### config.mk
export PLATFORM = sky130hd
export DESIGN_NAME = io_freeze_seq
export DESIGN_NICKNAME = d
export VERILOG_FILES = /design/src/rtl/iofrz_pkg.sv /design/src/rtl/iofrz_osc_tick.sv /design/src/rtl/iofrz_wait_timer.sv /design/src/rtl/iofrz_step_engine.sv /design/src/rtl/io_freeze_seq.sv
export SDC_FILE = /design/constraint.sdc
export NUM_CORES = 1
export LEC_CHECK = 0
export ABC_AREA = 1
export BUFFER_PORTS_ARGS = -buffer_cell sky130_fd_sc_hd__buf_2
export CORE_MARGIN = 3
export CORE_UTILIZATION = 35
export CTS_CLUSTER_DIAMETER = 80
export DETAILED_ROUTE_END_ITERATION = 8
export GPL_TIMING_DRIVEN = 0
export PLACE_DENSITY = 0.59
export SLEW_MARGIN = 20
export SYNTH_ARGS = -nofsm -noshare
export SYNTH_HDL_FRONTEND = slang
export SYNTH_SLANG_ARGS = --single-unit
### constraint.sdc
create_clock -name clk -period 1.6 [get_ports clk]
set_input_delay 0.08 -clock clk [delete_from_list [all_inputs] [get_ports clk]]
set_output_delay 0.08 -clock clk [all_outputs]
set_load 0.01 [all_outputs]
### src/rtl/iofrz_pkg.sv
// Shared types for the IO freeze/thaw sequencer.
// Assumes: step codes are only compared, never decoded by position.
package iofrz_pkg;

    // Phases of the step engine
    typedef enum logic [1:0] {
        PH_IDLE = 2'd0,
        PH_RUN  = 2'd1,
        PH_WAIT = 2'd2
    } phase_t;

    // One code per step of every channel sequence
    typedef enum logic [3:0] {
        ST_GF_A = 4'd0,   // general freeze: slew/pull/tri low
        ST_GF_B = 4'd1,   // general freeze: hold/cfg low
        ST_GT_A = 4'd2,   // general thaw: hold/cfg high
        ST_GT_B = 4'd3,   // general thaw: pull/tri high
        ST_GT_C = 4'd4,   // general thaw: slew high
        ST_HF_A = 4'd5,   // hs freeze: slew/pull/tri low
        ST_HF_B = 4'd6,   // hs freeze: hold/cfg low, resets high
        ST_HF_C = 4'd7,   // hs freeze: cal low, dll reset high
        ST_HT_A = 4'd8,   // hs thaw: dll reset low
        ST_HT_B = 4'd9,   // hs thaw: cal high
        ST_HT_C = 4'd10,  // hs thaw: hold/cfg high, term reset low
        ST_HT_D = 4'd11,  // hs thaw: pull/tri high
        ST_HT_E = 4'd12,  // hs thaw: regulator reset low
        ST_HT_F = 4'd13   // hs thaw: slew high
    } step_t;

    // Integer ceiling division for cycle counts
    function automatic int ceil_div(input int num, input int den);
        return (num + den - 1) / den;
    endfunction

endpackage

### src/rtl/iofrz_osc_tick.sv
// Brings a free-running oscillator into the system clock domain and
// emits a one-cycle tick per oscillator rising edge.
// Assumes: oscillator high and low phases each last longer than one
// system clock period, so no edge is lost.
module iofrz_osc_tick #(
    parameter int SYNC_STAGES = 2
) (
    input  logic clk,
    input  logic rst_n,
    input  logic osc_clk,
    output logic osc_tick
);
    logic [SYNC_STAGES-1:0] sync_q;
    logic                   prev_q;
    logic                   tick_q;

    // Synchronizer chain, edge memory and registered rising-edge tick
    always_ff @(posedge clk) begin
        if (!rst_n) begin
            sync_q <= '0;
            prev_q <= 1'b0;
            tick_q <= 1'b0;
        end else begin
            sync_q <= {sync_q[SYNC_STAGES-2:0], osc_clk};
            prev_q <= sync_q[SYNC_STAGES-1];
            tick_q <= sync_q[SYNC_STAGES-1] & ~prev_q;
        end
    end

    assign osc_tick = tick_q;

    // A rising edge needs a low sample in between, so ticks never repeat
    assert_tick_single_R6: assert property (@(posedge clk) disable iff (!rst_n)
        tick_q |=> !tick_q);

endmodule

### src/rtl/iofrz_wait_timer.sv
// Down-counter shared by every wait of the sequencer. It counts either
// system clocks or oscillator ticks and flags the last counted event.
// Assumes: a load value of at least 1; a new load restarts the count.
module iofrz_wait_timer #(
    parameter int CNT_W = 10
) (
    input  logic             clk,
    input  logic             rst_n,
    input  logic             load,
    input  logic [CNT_W-1:0] load_val,
    input  logic             load_osc,
    input  logic             osc_tick,
    output logic             expire
);
    logic             running_q;
    logic             use_osc_q;
    logic [CNT_W-1:0] cnt_q;
    logic             step_en;

    // One count event per clock, or per tick in oscillator mode
    always_comb step_en = running_q && (!use_osc_q || osc_tick);

    // Last counted event of the current wait
    always_comb expire = step_en && (cnt_q == CNT_W'(1));

    // Load, count down and stop at the final event
    always_ff @(posedge clk) begin
        if (!rst_n) begin
            running_q <= 1'b0;
            use_osc_q <= 1'b0;
            cnt_q     <= '0;
        end else if (load) begin
            running_q <= 1'b1;
            use_osc_q <= load_osc;
            cnt_q     <= load_val;
        end else if (step_en) begin
            cnt_q <= cnt_q - CNT_W'(1);
            if (cnt_q == CNT_W'(1))
                running_q <= 1'b0;
        end
    end

    assert_load_nonzero_R5: assert property (@(posedge clk) disable iff (!rst_n)
        load |-> (load_val != '0));

    assert_idle_after_expire_R6: assert property (@(posedge clk) disable iff (!rst_n)
        (expire && !load) |=> !running_q);

endmodule

### src/rtl/iofrz_step_engine.sv
// Walks the freeze or thaw program: general channels in ascending order,
// then the high-speed channel. It owns every control output register and
// the per-channel status.
// Assumes: NUM_GEN >= 1; the timer expires only after a load issued here.
module iofrz_step_engine
    import iofrz_pkg::*;
#(
    parameter int NUM_GEN    = 3,
    parameter int CNT_W      = 10,
    parameter int SHORT_CYC  = 2,
    parameter int LONG_CYC   = 4,
    parameter int CAL_OSC    = 1000,
    parameter int SETTLE_OSC = 33
) (
    input  logic               clk,
    input  logic               rst_n,
    input  logic               cmd_valid,
    input  logic               cmd_freeze,
    input  logic               timer_expire,
    output logic               timer_load,
    output logic [CNT_W-1:0]   timer_val,
    output logic               timer_osc,
    output logic [NUM_GEN-1:0] gen_slew_n,
    output logic [NUM_GEN-1:0] gen_pull_n,
    output logic [NUM_GEN-1:0] gen_tri_n,
    output logic [NUM_GEN-1:0] gen_hold_n,
    output logic [NUM_GEN-1:0] gen_cfg_done,
    output logic               hs_slew_n,
    output logic               hs_pull_n,
    output logic               hs_tri_n,
    output logic               hs_hold_n,
    output logic               hs_cfg_done,
    output logic               hs_reg_rst,
    output logic               hs_term_rst,
    output logic               hs_cal_start,
    output logic               hs_dll_rst,
    output logic [NUM_GEN:0]   frozen,
    output logic               busy,
    output logic               done
);
    localparam int CH_W = (NUM_GEN > 1) ? $clog2(NUM_GEN) : 1;
    localparam logic [CNT_W-1:0] SHORT_LOAD  = (SHORT_CYC > 1) ? CNT_W'(SHORT_CYC - 1) : '0;
    localparam logic [CNT_W-1:0] LONG_LOAD   = (LONG_CYC > 1)  ? CNT_W'(LONG_CYC - 1)  : '0;
    localparam logic [CNT_W-1:0] CAL_LOAD    = CNT_W'(CAL_OSC);
    localparam logic [CNT_W-1:0] SETTLE_LOAD = CNT_W'(SETTLE_OSC);

    phase_t            phase_q;
    step_t             step_q;
    step_t             nxt_step;
    logic [CH_W-1:0]   ch_q;
    logic [CH_W-1:0]   nxt_ch;
    logic              ch_last;
    logic              last;
    logic              apply;
    logic [CNT_W-1:0]  wait_val;
    logic              wait_osc;
    logic              busy_q;
    logic              done_q;
    logic [NUM_GEN:0]  frozen_q;
    logic              all_frozen;
    logic              all_thawed;

    always_comb ch_last    = (ch_q == CH_W'(NUM_GEN - 1));
    always_comb apply      = (phase_q == PH_RUN);
    always_comb all_frozen = &frozen_q;
    always_comb all_thawed = ~|frozen_q;

    // Program table: the wait after the current step and the step that follows
    always_comb begin
        wait_val = '0;
        wait_osc = 1'b0;
        nxt_step = step_q;
        nxt_ch   = ch_q;
        last     = 1'b0;
        case (step_q)
            ST_GF_A: begin wait_val = SHORT_LOAD; nxt_step = ST_GF_B; end
            ST_GF_B: begin
                if (ch_last) begin nxt_step = ST_HF_A; nxt_ch = '0; end
                else begin nxt_step = ST_GF_A; nxt_ch = ch_q + 1'b1; end
            end
            ST_GT_A: begin wait_val = SHORT_LOAD; nxt_step = ST_GT_B; end
            ST_GT_B: begin wait_val = SHORT_LOAD; nxt_step = ST_GT_C; end
            ST_GT_C: begin
                if (ch_last) begin nxt_step = ST_HT_A; nxt_ch = '0; end
                else begin nxt_step = ST_GT_A; nxt_ch = ch_q + 1'b1; end
            end
            ST_HF_A: nxt_step = ST_HF_B;
            ST_HF_B: nxt_step = ST_HF_C;
            ST_HF_C: last = 1'b1;
            ST_HT_A: begin wait_val = LONG_LOAD; nxt_step = ST_HT_B; end
            ST_HT_B: begin wait_val = CAL_LOAD; wait_osc = 1'b1; nxt_step = ST_HT_C; end
            ST_HT_C: begin wait_val = SETTLE_LOAD; wait_osc = 1'b1; nxt_step = ST_HT_D; end
            ST_HT_D: begin wait_val = LONG_LOAD; nxt_step = ST_HT_E; end
            ST_HT_E: begin wait_val = LONG_LOAD; nxt_step = ST_HT_F; end
            ST_HT_F: last = 1'b1;
            default: last = 1'b1;
        endcase
    end

    // Timer load request issued in the same cycle a step is applied
    always_comb begin
        timer_load = apply && !last && (wait_val != '0);
        timer_val  = wait_val;
        timer_osc  = wait_osc;
    end

    // Phase, step pointer, busy and done control
    always_ff @(posedge clk) begin
        if (!rst_n) begin
            phase_q <= PH_IDLE;
            step_q  <= ST_GF_A;
            ch_q    <= '0;
            busy_q  <= 1'b0;
            done_q  <= 1'b0;
        end else begin
            done_q <= 1'b0;
            case (phase_q)
                PH_IDLE: begin
                    if (cmd_valid) begin
                        if (cmd_freeze ? all_frozen : all_thawed) begin
                            done_q <= 1'b1;
                        end else begin
                            phase_q <= PH_RUN;
                            busy_q  <= 1'b1;
                            step_q  <= cmd_freeze ? ST_GF_A : ST_GT_A;
                            ch_q    <= '0;
                        end
                    end
                end
                PH_RUN: begin
                    if (last) begin
                        phase_q <= PH_IDLE;
                        busy_q  <= 1'b0;
                        done_q  <= 1'b1;
                    end else begin
                        step_q <= nxt_step;
                        ch_q   <= nxt_ch;
                        if (wait_val != '0)
                            phase_q <= PH_WAIT;
                    end
                end
                PH_WAIT: begin
                    if (timer_expire)
                        phase_q <= PH_RUN;
                end
                default: phase_q <= PH_IDLE;
            endcase
        end
    end

    // One output register bank and status bit per general channel
    for (genvar i = 0; i < NUM_GEN; i++) begin : g_gen_ch
        logic hit;
        always_comb hit = apply && (ch_q == CH_W'(i));

        // Apply this channel's step to its controls and status
        always_ff @(posedge clk) begin
            if (!rst_n) begin
                gen_slew_n[i]   <= 1'b0;
                gen_pull_n[i]   <= 1'b0;
                gen_tri_n[i]    <= 1'b0;
                gen_hold_n[i]   <= 1'b0;
                gen_cfg_done[i] <= 1'b0;
                frozen_q[i]     <= 1'b1;
            end else if (hit) begin
                case (step_q)
                    ST_GF_A: begin
                        gen_slew_n[i] <= 1'b0;
                        gen_pull_n[i] <= 1'b0;
                        gen_tri_n[i]  <= 1'b0;
                    end
                    ST_GF_B: begin
                        gen_hold_n[i]   <= 1'b0;
                        gen_cfg_done[i] <= 1'b0;
                        frozen_q[i]     <= 1'b1;
                    end
                    ST_GT_A: begin
                        gen_hold_n[i]   <= 1'b1;
                        gen_cfg_done[i] <= 1'b1;
                    end
                    ST_GT_B: begin
                        gen_pull_n[i] <= 1'b1;
                        gen_tri_n[i]  <= 1'b1;
                    end
                    ST_GT_C: begin
                        gen_slew_n[i] <= 1'b1;
                        frozen_q[i]   <= 1'b0;
                    end
                    default: ;
                endcase
            end
        end

        assert_gen_freeze_order_R2: assert property (@(posedge clk) disable iff (!rst_n)
            $fell(gen_hold_n[i]) |-> (!gen_slew_n[i] && !gen_tri_n[i] && !gen_pull_n[i]));

        assert_gen_thaw_order_R3: assert property (@(posedge clk) disable iff (!rst_n)
            $rose(gen_slew_n[i]) |-> (gen_pull_n[i] && gen_hold_n[i] && gen_cfg_done[i]));
    end

    // High-speed channel controls and status
    always_ff @(posedge clk) begin
        if (!rst_n) begin
            hs_slew_n    <= 1'b0;
            hs_pull_n    <= 1'b0;
            hs_tri_n     <= 1'b0;
            hs_hold_n    <= 1'b0;
            hs_cfg_done  <= 1'b0;
            hs_reg_rst   <= 1'b1;
            hs_term_rst  <= 1'b1;
            hs_cal_start <= 1'b0;
            hs_dll_rst   <= 1'b1;
            frozen_q[NUM_GEN] <= 1'b1;
        end else if (apply) begin
            case (step_q)
                ST_HF_A: begin
                    hs_slew_n <= 1'b0;
                    hs_pull_n <= 1'b0;
                    hs_tri_n  <= 1'b0;
                end
                ST_HF_B: begin
                    hs_hold_n   <= 1'b0;
                    hs_cfg_done <= 1'b0;
                    hs_reg_rst  <= 1'b1;
                    hs_term_rst <= 1'b1;
                end
                ST_HF_C: begin
                    hs_cal_start      <= 1'b0;
                    hs_dll_rst        <= 1'b1;
                    frozen_q[NUM_GEN] <= 1'b1;
                end
                ST_HT_A: hs_dll_rst <= 1'b0;
                ST_HT_B: hs_cal_start <= 1'b1;
                ST_HT_C: begin
                    hs_hold_n   <= 1'b1;
                    hs_cfg_done <= 1'b1;
                    hs_term_rst <= 1'b0;
                end
                ST_HT_D: begin
                    hs_pull_n <= 1'b1;
                    hs_tri_n  <= 1'b1;
                end
                ST_HT_E: hs_reg_rst <= 1'b0;
                ST_HT_F: begin
                    hs_slew_n         <= 1'b1;
                    frozen_q[NUM_GEN] <= 1'b0;
                end
                default: ;
            endcase
        end
    end

    assign frozen = frozen_q;
    assign busy   = busy_q;
    assign done   = done_q;

    assert_hs_freeze_order_R4: assert property (@(posedge clk) disable iff (!rst_n)
        $fell(hs_hold_n) |-> (hs_term_rst && hs_reg_rst && !hs_tri_n && !hs_slew_n));

    assert_cal_after_dll_R5: assert property (@(posedge clk) disable iff (!rst_n)
        $rose(hs_cal_start) |-> !hs_dll_rst);

    assert_reg_after_pull_R5: assert property (@(posedge clk) disable iff (!rst_n)
        $fell(hs_reg_rst) |-> (hs_pull_n && hs_tri_n && hs_hold_n));

    assert_status_quiet_R8: assert property (@(posedge clk) disable iff (!rst_n)
        !$stable(frozen_q) |-> $past(busy_q));

    assert_status_uniform_R8: assert property (@(posedge clk) disable iff (!rst_n)
        (phase_q == PH_IDLE) |-> (all_frozen || all_thawed));

    assert_done_idle_R9: assert property (@(posedge clk) disable iff (!rst_n)
        done_q |-> !busy_q);

endmodule

### src/rtl/io_freeze_seq.sv
// Top of the IO freeze/thaw sequencer. It derives cycle counts from the
// clock period and wires the oscillator tick, wait timer and step engine.
// Assumes: osc_clk is free-running and slower than half the system clock.
module io_freeze_seq
    import iofrz_pkg::*;
#(
    parameter int NUM_GEN       = 3,
    parameter int CLK_PERIOD_PS = 10000,
    parameter int SHORT_GAP_PS  = 20000,
    parameter int LONG_GAP_PS   = 40000,
    parameter int CAL_OSC       = 1000,
    parameter int SETTLE_OSC    = 33,
    parameter int SYNC_STAGES   = 2
) (
    input  logic               clk,
    input  logic               rst_n,
    input  logic               osc_clk,
    input  logic               cmd_valid,
    input  logic               cmd_freeze,
    output logic [NUM_GEN-1:0] gen_slew_n,
    output logic [NUM_GEN-1:0] gen_pull_n,
    output logic [NUM_GEN-1:0] gen_tri_n,
    output logic [NUM_GEN-1:0] gen_hold_n,
    output logic [NUM_GEN-1:0] gen_cfg_done,
    output logic               hs_slew_n,
    output logic               hs_pull_n,
    output logic               hs_tri_n,
    output logic               hs_hold_n,
    output logic               hs_cfg_done,
    output logic               hs_reg_rst,
    output logic               hs_term_rst,
    output logic               hs_cal_start,
    output logic               hs_dll_rst,
    output logic [NUM_GEN:0]   frozen,
    output logic               busy,
    output logic               done
);
    localparam int SHORT_CYC = ceil_div(SHORT_GAP_PS, CLK_PERIOD_PS);
    localparam int LONG_CYC  = ceil_div(LONG_GAP_PS, CLK_PERIOD_PS);
    localparam int MAX_CNT   = (CAL_OSC > SETTLE_OSC) ? CAL_OSC : SETTLE_OSC;
    localparam int MAX_ALL   = (MAX_CNT > LONG_CYC) ? ((MAX_CNT > SHORT_CYC) ? MAX_CNT : SHORT_CYC)
                                                    : ((LONG_CYC > SHORT_CYC) ? LONG_CYC : SHORT_CYC);
    localparam int CNT_W     = $clog2(MAX_ALL + 1);

    logic             osc_tick;
    logic             timer_load;
    logic [CNT_W-1:0] timer_val;
    logic             timer_osc;
    logic             timer_expire;

    iofrz_osc_tick #(.SYNC_STAGES(SYNC_STAGES)) u_tick (
        .clk      (clk),
        .rst_n    (rst_n),
        .osc_clk  (osc_clk),
        .osc_tick (osc_tick)
    );

    iofrz_wait_timer #(.CNT_W(CNT_W)) u_timer (
        .clk      (clk),
        .rst_n    (rst_n),
        .load     (timer_load),
        .load_val (timer_val),
        .load_osc (timer_osc),
        .osc_tick (osc_tick),
        .expire   (timer_expire)
    );

    iofrz_step_engine #(
        .NUM_GEN    (NUM_GEN),
        .CNT_W      (CNT_W),
        .SHORT_CYC  (SHORT_CYC),
        .LONG_CYC   (LONG_CYC),
        .CAL_OSC    (CAL_OSC),
        .SETTLE_OSC (SETTLE_OSC)
    ) u_engine (
        .clk          (clk),
        .rst_n        (rst_n),
        .cmd_valid    (cmd_valid),
        .cmd_freeze   (cmd_freeze),
        .timer_expire (timer_expire),
        .timer_load   (timer_load),
        .timer_val    (timer_val),
        .timer_osc    (timer_osc),
        .gen_slew_n   (gen_slew_n),
        .gen_pull_n   (gen_pull_n),
        .gen_tri_n    (gen_tri_n),
        .gen_hold_n   (gen_hold_n),
        .gen_cfg_done (gen_cfg_done),
        .hs_slew_n    (hs_slew_n),
        .hs_pull_n    (hs_pull_n),
        .hs_tri_n     (hs_tri_n),
        .hs_hold_n    (hs_hold_n),
        .hs_cfg_done  (hs_cfg_done),
        .hs_reg_rst   (hs_reg_rst),
        .hs_term_rst  (hs_term_rst),
        .hs_cal_start (hs_cal_start),
        .hs_dll_rst   (hs_dll_rst),
        .frozen       (frozen),
        .busy         (busy),
        .done         (done)
    );

endmodule

==> flow_metrics.env, run 1 <==
export IMPL_antenna_left=0
export IMPL_reg2reg_from="u_engine.step_q[3]$_SDFFE_PN0P_"
export IMPL_setup_ws_ns=0.156
export IMPL_ioPinCount=35
export IMPL_synth_most_common_cell="nand2_1"
export IMPL_layout_drive_gt1_share_pct=19.6
export IMPL_holdWs_ns=0.0891
export IMPL_powerDensity_mw_per_mm2=1560
export IMPL_cts_max_path_buffers=2
export IMPL_synth_edf_count=0
export IMPL_ys_flop_type="dfxtp_1"
export IMPL_synthesis_nets=377
export IMPL_fill_cells=678
export IMPL_wl_per_cell_um=12.4
export IMPL_antenna_found_initial=0
export IMPL_crit_required_ns=1.83
export IMPL_start_util_pct=37.1
export IMPL_chipHeight_um=89.2
export IMPL_synth_seq_cells=46
export IMPL_clkTransAtPathRegs_ns=0.09
export IMPL_nNetsFinal=420
export IMPL_cap_violations=0
export IMPL_grt_pass1_vias=2286
export IMPL_worstRegToRegCells=9
export IMPL_die_area_sq_mm=0.00796
export IMPL_syn_to_final_growth_pct=16.9
export IMPL_p_leak_uw=0.00140
export IMPL_drt_initial_drc_count=101
export IMPL_crit_arrival_ns=1.67
export IMPL_yosys_cell_types_count=30
export IMPL_grt_usage_pct=16.7
export IMPL_reg2reg_to="u_timer.cnt_q[2]$_SDFFE_PN0P_"
export IMPL_synthTopCellsByArea="dfxtp_1 (38%), nand2_1 (16%), nor2_1 (8.1%)"
export IMPL_min_period_over_period_pct=90.3
export IMPL_yosysSeqAreaShare_pct=38.0
export IMPL_cp_max_fo=10
export IMPL_outcome="finished clean"
export IMPL_row_count=29
export IMPL_vdd_drop_max_uv=493
export IMPL_synth_avg_cell_area_sq_um=6.55
export IMPL_min_period_ns=1.44
export IMPL_synth_area_leader_cell="dfxtp_1"
export IMPL_ys_async_sr_fraction_pct=0
export IMPL_critPathKind="flop to flop"
export IMPL_regToRegSetupSlack_ns=0.16
export IMPL_die_x_um=89.2
export IMPL_cp_end_kind="flop"
export IMPL_hold_path_depth=3
export IMPL_numPortBuffers=33
export IMPL_hold_path_endpoint="u_engine.done$_SDFF_PN0_"
export IMPL_wirelength_um=6080
export IMPL_hp_class="input pin to flop"
export IMPL_grt_max_degree=14
export IMPL_vias=2375
export IMPL_coreArea_sq_mm=0.00653
export IMPL_tightestPinTransition_ns=0.615
export IMPL_cts_sinks=46
export IMPL_antenna_cells=0
export IMPL_setup_viol_count_final=0
export IMPL_crit_path_start_kind="flop"
export IMPL_fin_setup_tns_ns=0
export IMPL_hold_viol_final=0
export IMPL_synth_common_cells="nand2_1 (101), nor2_1 (52), dfxtp_1 (46)"
export IMPL_drtPass1Iterations=4
export IMPL_dp_hpwl_um=4510
export IMPL_cts_root_buf="clkbuf_8"
export IMPL_netlist_instances=370
export IMPL_grt_pass1_wl_um=10300
export IMPL_slew_viol_final=0
export IMPL_rsz0062_at_grt="false"
export IMPL_clk_latency_ns=0.30
export IMPL_max_freq_mhz=692
export IMPL_globalplace_congestion=0.887
export IMPL_slew_limit_headroom_pct=59.0
export IMPL_pre_cts_slack_ns=0.0864
export IMPL_cts_tree="done"
export IMPL_avgViaCountPerCell=4.84
export IMPL_synth_warnings=0
export IMPL_synth_top_area_share_pct=38.0
export IMPL_htreeDepth=2
export IMPL_fin_skew_ns=0.00502
export IMPL_drc=0
export IMPL_cts_buffers=5
export IMPL_worstHoldStart="cmd_valid"
export IMPL_netlist_area_sq_mm=0.00242
export IMPL_overflow=0
## layer usage
layer | global-route usage [%] | wire length [um] | part of all wire, % | vias up
met5 | 0 | 0 | 0 | -
met4 | 7.71 | 141 | 2.3 | 0
met3 | 3.04 | 258 | 4.2 | 11
met2 | 26.6 | 2820 | 46 | 57
met1 | 22.0 | 2860 | 47 | 1053
li1 | - | - | - | 1254
## repair_timing
item,4_1_cts,5_1_grt
resized for setup,0,9
endpoints found under the hold margin,1,0
buffers inserted,0,2
setup endpoints to repair,0,18
hold buffers,1,0
## state kept, by name (all words and copies together), names as in the netlist, 2 cells and up
register	flops
u_engine.ch_q	2
u_engine.frozen	4
u_engine.gen_hold_n	3
u_engine.gen_pull_n	3
u_engine.gen_slew_n	3
u_engine.phase_q	2
u_engine.step_q	4
u_tick.sync_q	2
u_timer.cnt_q	10
## critical path, cell delays in order (launching register included)
cell and delay [ns]:
dfxtp_1 0.32, buf_6 0.14, inv_2 0.08, nand2_1 0.10
nand2_1 0.11, nand3_2 0.11, nand3_4 0.11, buf_6 0.15
nand3_1 0.08, a31oi_1 0.17
## cell usage in the layout (no fill, tap or decap), types with 2 or more instances in the layout
master / instances
inv_1: 44
clkbuf_8: 6
buf_6: 2
buf_4: 11
nand4_1: 2
a21oi_1: 26
nand2_2: 7
dfxtp_1: 43
dfxtp_2: 3
ha_1: 2
clkbuf_1: 5
buf_2: 34
nand2_1: 101
o311ai_0: 3
inv_2: 2
nor2_2: 3
o21ai_0: 24
nand3_1: 22
nor2_4: 4
o22ai_1: 2
nor2_1: 51
## logic make-up after synthesis
group                    Yosys count  share of synthesized area [%]
AND/OR/NAND/NOR                  198                           35.3
buffers and inverters             63                           11.8
AO/OA/AOI/OAI                     60                           13.5
flip-flops                        46                           38.0
adder cells (fa/ha/maj)            2                           1.03
XOR/XNOR                           1                          0.361
## worst max-delay path by stage
stage,from,to,slack [ns],cells after the start
after floorplan,u_engine.step_q[0]$_SDFFE_PN0P_,u_timer.cnt_q[7]$_SDFFE_PN0P_,0.33,9
after global placement,u_engine.step_q[1]$_SDFFE_PN0P_,u_timer.cnt_q[7]$_SDFFE_PN0P_,0.09,8
after detailed placement,u_engine.step_q[0]$_SDFFE_PN0P_,u_timer.cnt_q[8]$_SDFFE_PN0P_,0.09,8
after CTS,u_engine.step_q[1]$_SDFFE_PN0P_,u_timer.cnt_q[8]$_SDFFE_PN0P_,0.08,8
after global routing,u_engine.step_q[3]$_SDFFE_PN0P_,u_timer.cnt_q[3]$_SDFFE_PN0P_,0.002,10
final,u_engine.step_q[3]$_SDFFE_PN0P_,u_timer.cnt_q[2]$_SDFFE_PN0P_,0.16,9
## report_power, final
part / total, uW / switching [uW] / leakage (uW) / internal, uW
Combinational: 2110 / 1390 / 0.000978 / 730
Clock: 756 / 406 / 0.0000482 / 350
Sequential: 1550 / 201 / 0.000376 / 1350
## through the flow
step | utilization [%] | instances | area, sq um | total power, uW
6_report | 43.4 | 491 | 2830 | 4420
5_1_grt | 43.4 | 491 | 2830 | 4860
4_1_cts | 42.7 | 489 | 2790 | 4350
3_5_place_dp | 41.1 | 480 | 2690 | 3590
3_3_place_gp | 41.1 | 480 | 2690 | 3560
2_1_floorplan | - | 370 | 2420 | 3160
## area by class of cell
type	instances	area [sq um]	area share [%]
Clock inverter	1	5.00	0.177
Inverter	47	179	6.32
Tap cell	77	96.3	3.40
Buffer	16	110	3.89
Multi-Input combinational cell	261	1240	43.8
Sequential cell	46	925	32.6
Timing Repair Buffer	36	190	6.71
Clock buffer	7	86.3	3.05
Power figures use the tool's default switching activity.
==> run 2: changes to the inputs <==
--- a/config.mk
+++ b/config.mk
@@ -11,7 +11,6 @@
 export CORE_UTILIZATION = 35
 export CTS_CLUSTER_DIAMETER = 80
 export DETAILED_ROUTE_END_ITERATION = 8
-export GPL_TIMING_DRIVEN = 0
 export PLACE_DENSITY = 0.59
 export SLEW_MARGIN = 20
 export SYNTH_ARGS = -nofsm -noshare
==> run 2 against run 1 <==
- combinational power about the same
- routed wire length fell by 5.0%
- global-route usage decreased by 1.3 points
- critical path depth fell by 1
- die area unchanged
==> flow_metrics.env, run 2 (synthesis results as in run 1) <==
export IMPL_antenna_found_initial=0
export IMPL_antenna_cells=0
export IMPL_antenna_left=0
export IMPL_min_period_ns=1.43
export IMPL_drtPass1Iterations=5
export IMPL_crit_required_ns=1.85
export IMPL_cts_sinks=46
export IMPL_powerDensity_mw_per_mm2=1620
export IMPL_setup_viol_count_final=0
export IMPL_cts_root_buf="clkbuf_8"
export IMPL_avgViaCountPerCell=4.85
export IMPL_min_period_over_period_pct=89.5
export IMPL_row_count=29
export IMPL_p_leak_uw=0.00138
export IMPL_largest_reg_flops=10
export IMPL_ioPinCount=35
export IMPL_final_common_cell="nand2_1"
export IMPL_top_register="u_timer.cnt_q"
export IMPL_layout_common_cells="nand2_1 (100), nor2_1 (51), inv_1 (44), dfxtp_1 (44), buf_2 (34)"
export IMPL_cap_violations=0
export IMPL_vdd_drop_max_uv=481
export IMPL_crit_arrival_ns=1.68
export IMPL_coreArea_sq_mm=0.00653
export IMPL_clkTransAtPathRegs_ns=0.09
export IMPL_globalplace_congestion=0.830
export IMPL_cp_max_fo=6
export IMPL_start_util_pct=37.1
export IMPL_hp_class="input pin to flop"
export IMPL_pre_cts_slack_ns=0.0585
export IMPL_crit_path_start_kind="flop"
export IMPL_die_area_sq_mm=0.00796
export IMPL_overflow=0
export IMPL_syn_to_final_growth_pct=15.3
export IMPL_vias=2353
export IMPL_cts_tree="done"
export IMPL_critPathKind="flop to flop"
export IMPL_slew_viol_final=0
export IMPL_fin_setup_tns_ns=0
export IMPL_cp_end_kind="flop"
export IMPL_drt_initial_drc_count=112
export IMPL_tightestPinTransition_ns=0.366
export IMPL_chipHeight_um=89.2
export IMPL_grt_usage_pct=15.4
export IMPL_grt_max_degree=26
export IMPL_wl_per_cell_um=11.9
export IMPL_slew_limit_headroom_pct=75.5
export IMPL_cts_max_path_buffers=2
export IMPL_cts_setup_buffers=0
export IMPL_wirelength_um=5780
export IMPL_dp_hpwl_um=4440
export IMPL_clk_latency_ns=0.30
export IMPL_nNetsFinal=414
export IMPL_fin_skew_ns=0.00896
export IMPL_drc=0
export IMPL_hold_viol_final=0
export IMPL_grt_pass1_vias=2127
export IMPL_max_freq_mhz=698
export IMPL_rsz0062_at_grt="false"
export IMPL_outcome="finished clean"
export IMPL_cts_buffers=5
export IMPL_htreeDepth=2
export IMPL_die_x_um=89.2
export IMPL_grt_pass1_wl_um=9670
export IMPL_setup_ws_ns=0.168
export IMPL_numPortBuffers=34
export IMPL_fill_cells=703
export IMPL_layout_drive_gt1_share_pct=19.1
-- run 2: cell count changes in the layout (fill, tap and decap cells not counted), sizes merged --
cell	change
buf	-2
bufinv	+1
clkbuf	-5
clkinv	-1
clkinvlp	+1
-- run 2: stage by stage --
stage          cell area (sq um)  hold slack (ns)  std cells  total power [uW]  util (%)
6_report                    2800            0.100        485              4530      42.8
5_1_grt                     2800            0.112        485              4950      42.8
4_1_cts                     2780           0.0935        485              4540      42.6
3_5_place_dp                2660            0.267        476              3660      40.8
3_3_place_gp                2660            0.269        476              3670      40.8
2_1_floorplan               2420            0.178        370              3160         -
-- run 2: repair_timing --
| item | CTS | global route |
|---|---|---|
| setup endpoints to repair | 0 | 9 |
| hold buffers | 1 | 0 |
| hold endpoints to repair | 1 | 0 |
| resized for setup | 0 | 5 |
-- run 2: final timing paths --
| check | endpoint | cells past startpoint | slack, ns | from |
|---|---|---|---|---|
| max | u_engine.ch_q[1]$_SDFFE_PN0P_ | 8 | 0.17 | u_engine.step_q[0]$_SDFFE_PN0P_ |
| min | u_engine.done$_SDFF_PN0_ | 3 | 0.10 | cmd_valid |
| max reg2reg | u_engine.ch_q[1]$_SDFFE_PN0P_ | 8 | 0.17 | u_engine.step_q[0]$_SDFFE_PN0P_ |
| min reg2reg | u_tick.osc_tick$_SDFF_PN0_ | 1 | 0.39 | u_tick.prev_q$_SDFF_PN0_ |
-- run 2: final cells by class --
cell class / count / area [sq um] / share of cell area, %
flip-flops and latches: 46 / 923 / 33.0
well taps: 77 / 96.3 / 3.45
clock buffers: 6 / 72.6 / 2.60
repair buffers: 46 / 263 / 9.40
clock inverters: 2 / 37.5 / 1.34
inverters: 47 / 176 / 6.31
multi-input cells: 261 / 1230 / 43.9
-- run 2: power breakdown --
part / switching [uW] / leakage, uW / internal, uW / total [uW]
clock network: 397 / 0.0000514 / 466 / 863
logic: 1390 / 0.000952 / 739 / 2130
registers: 188 / 0.000375 / 1340 / 1530
total: 1980 / 0.00138 / 2550 / 4530
-- run 2: critical path, cell delays in order (launching register included) --
cell and delay (ns):
dfxtp_1 0.45, inv_1 0.13, nor2_2 0.18, nand2_2 0.12, nand3_1 0.12, nand4_2 0.16, nand2_1 0.09, nand2_1 0.05
nor2_1 0.08
-- run 2: per-layer routing --
metal  GRT usage [%]  vias to the layer above  wire length [um]
li1                -                     1242                 -
met1            19.5                     1043              2570
met2            26.9                       63              2820
met3            3.23                        5               341
met4            3.79                        0                51
met5               0                        -                 0
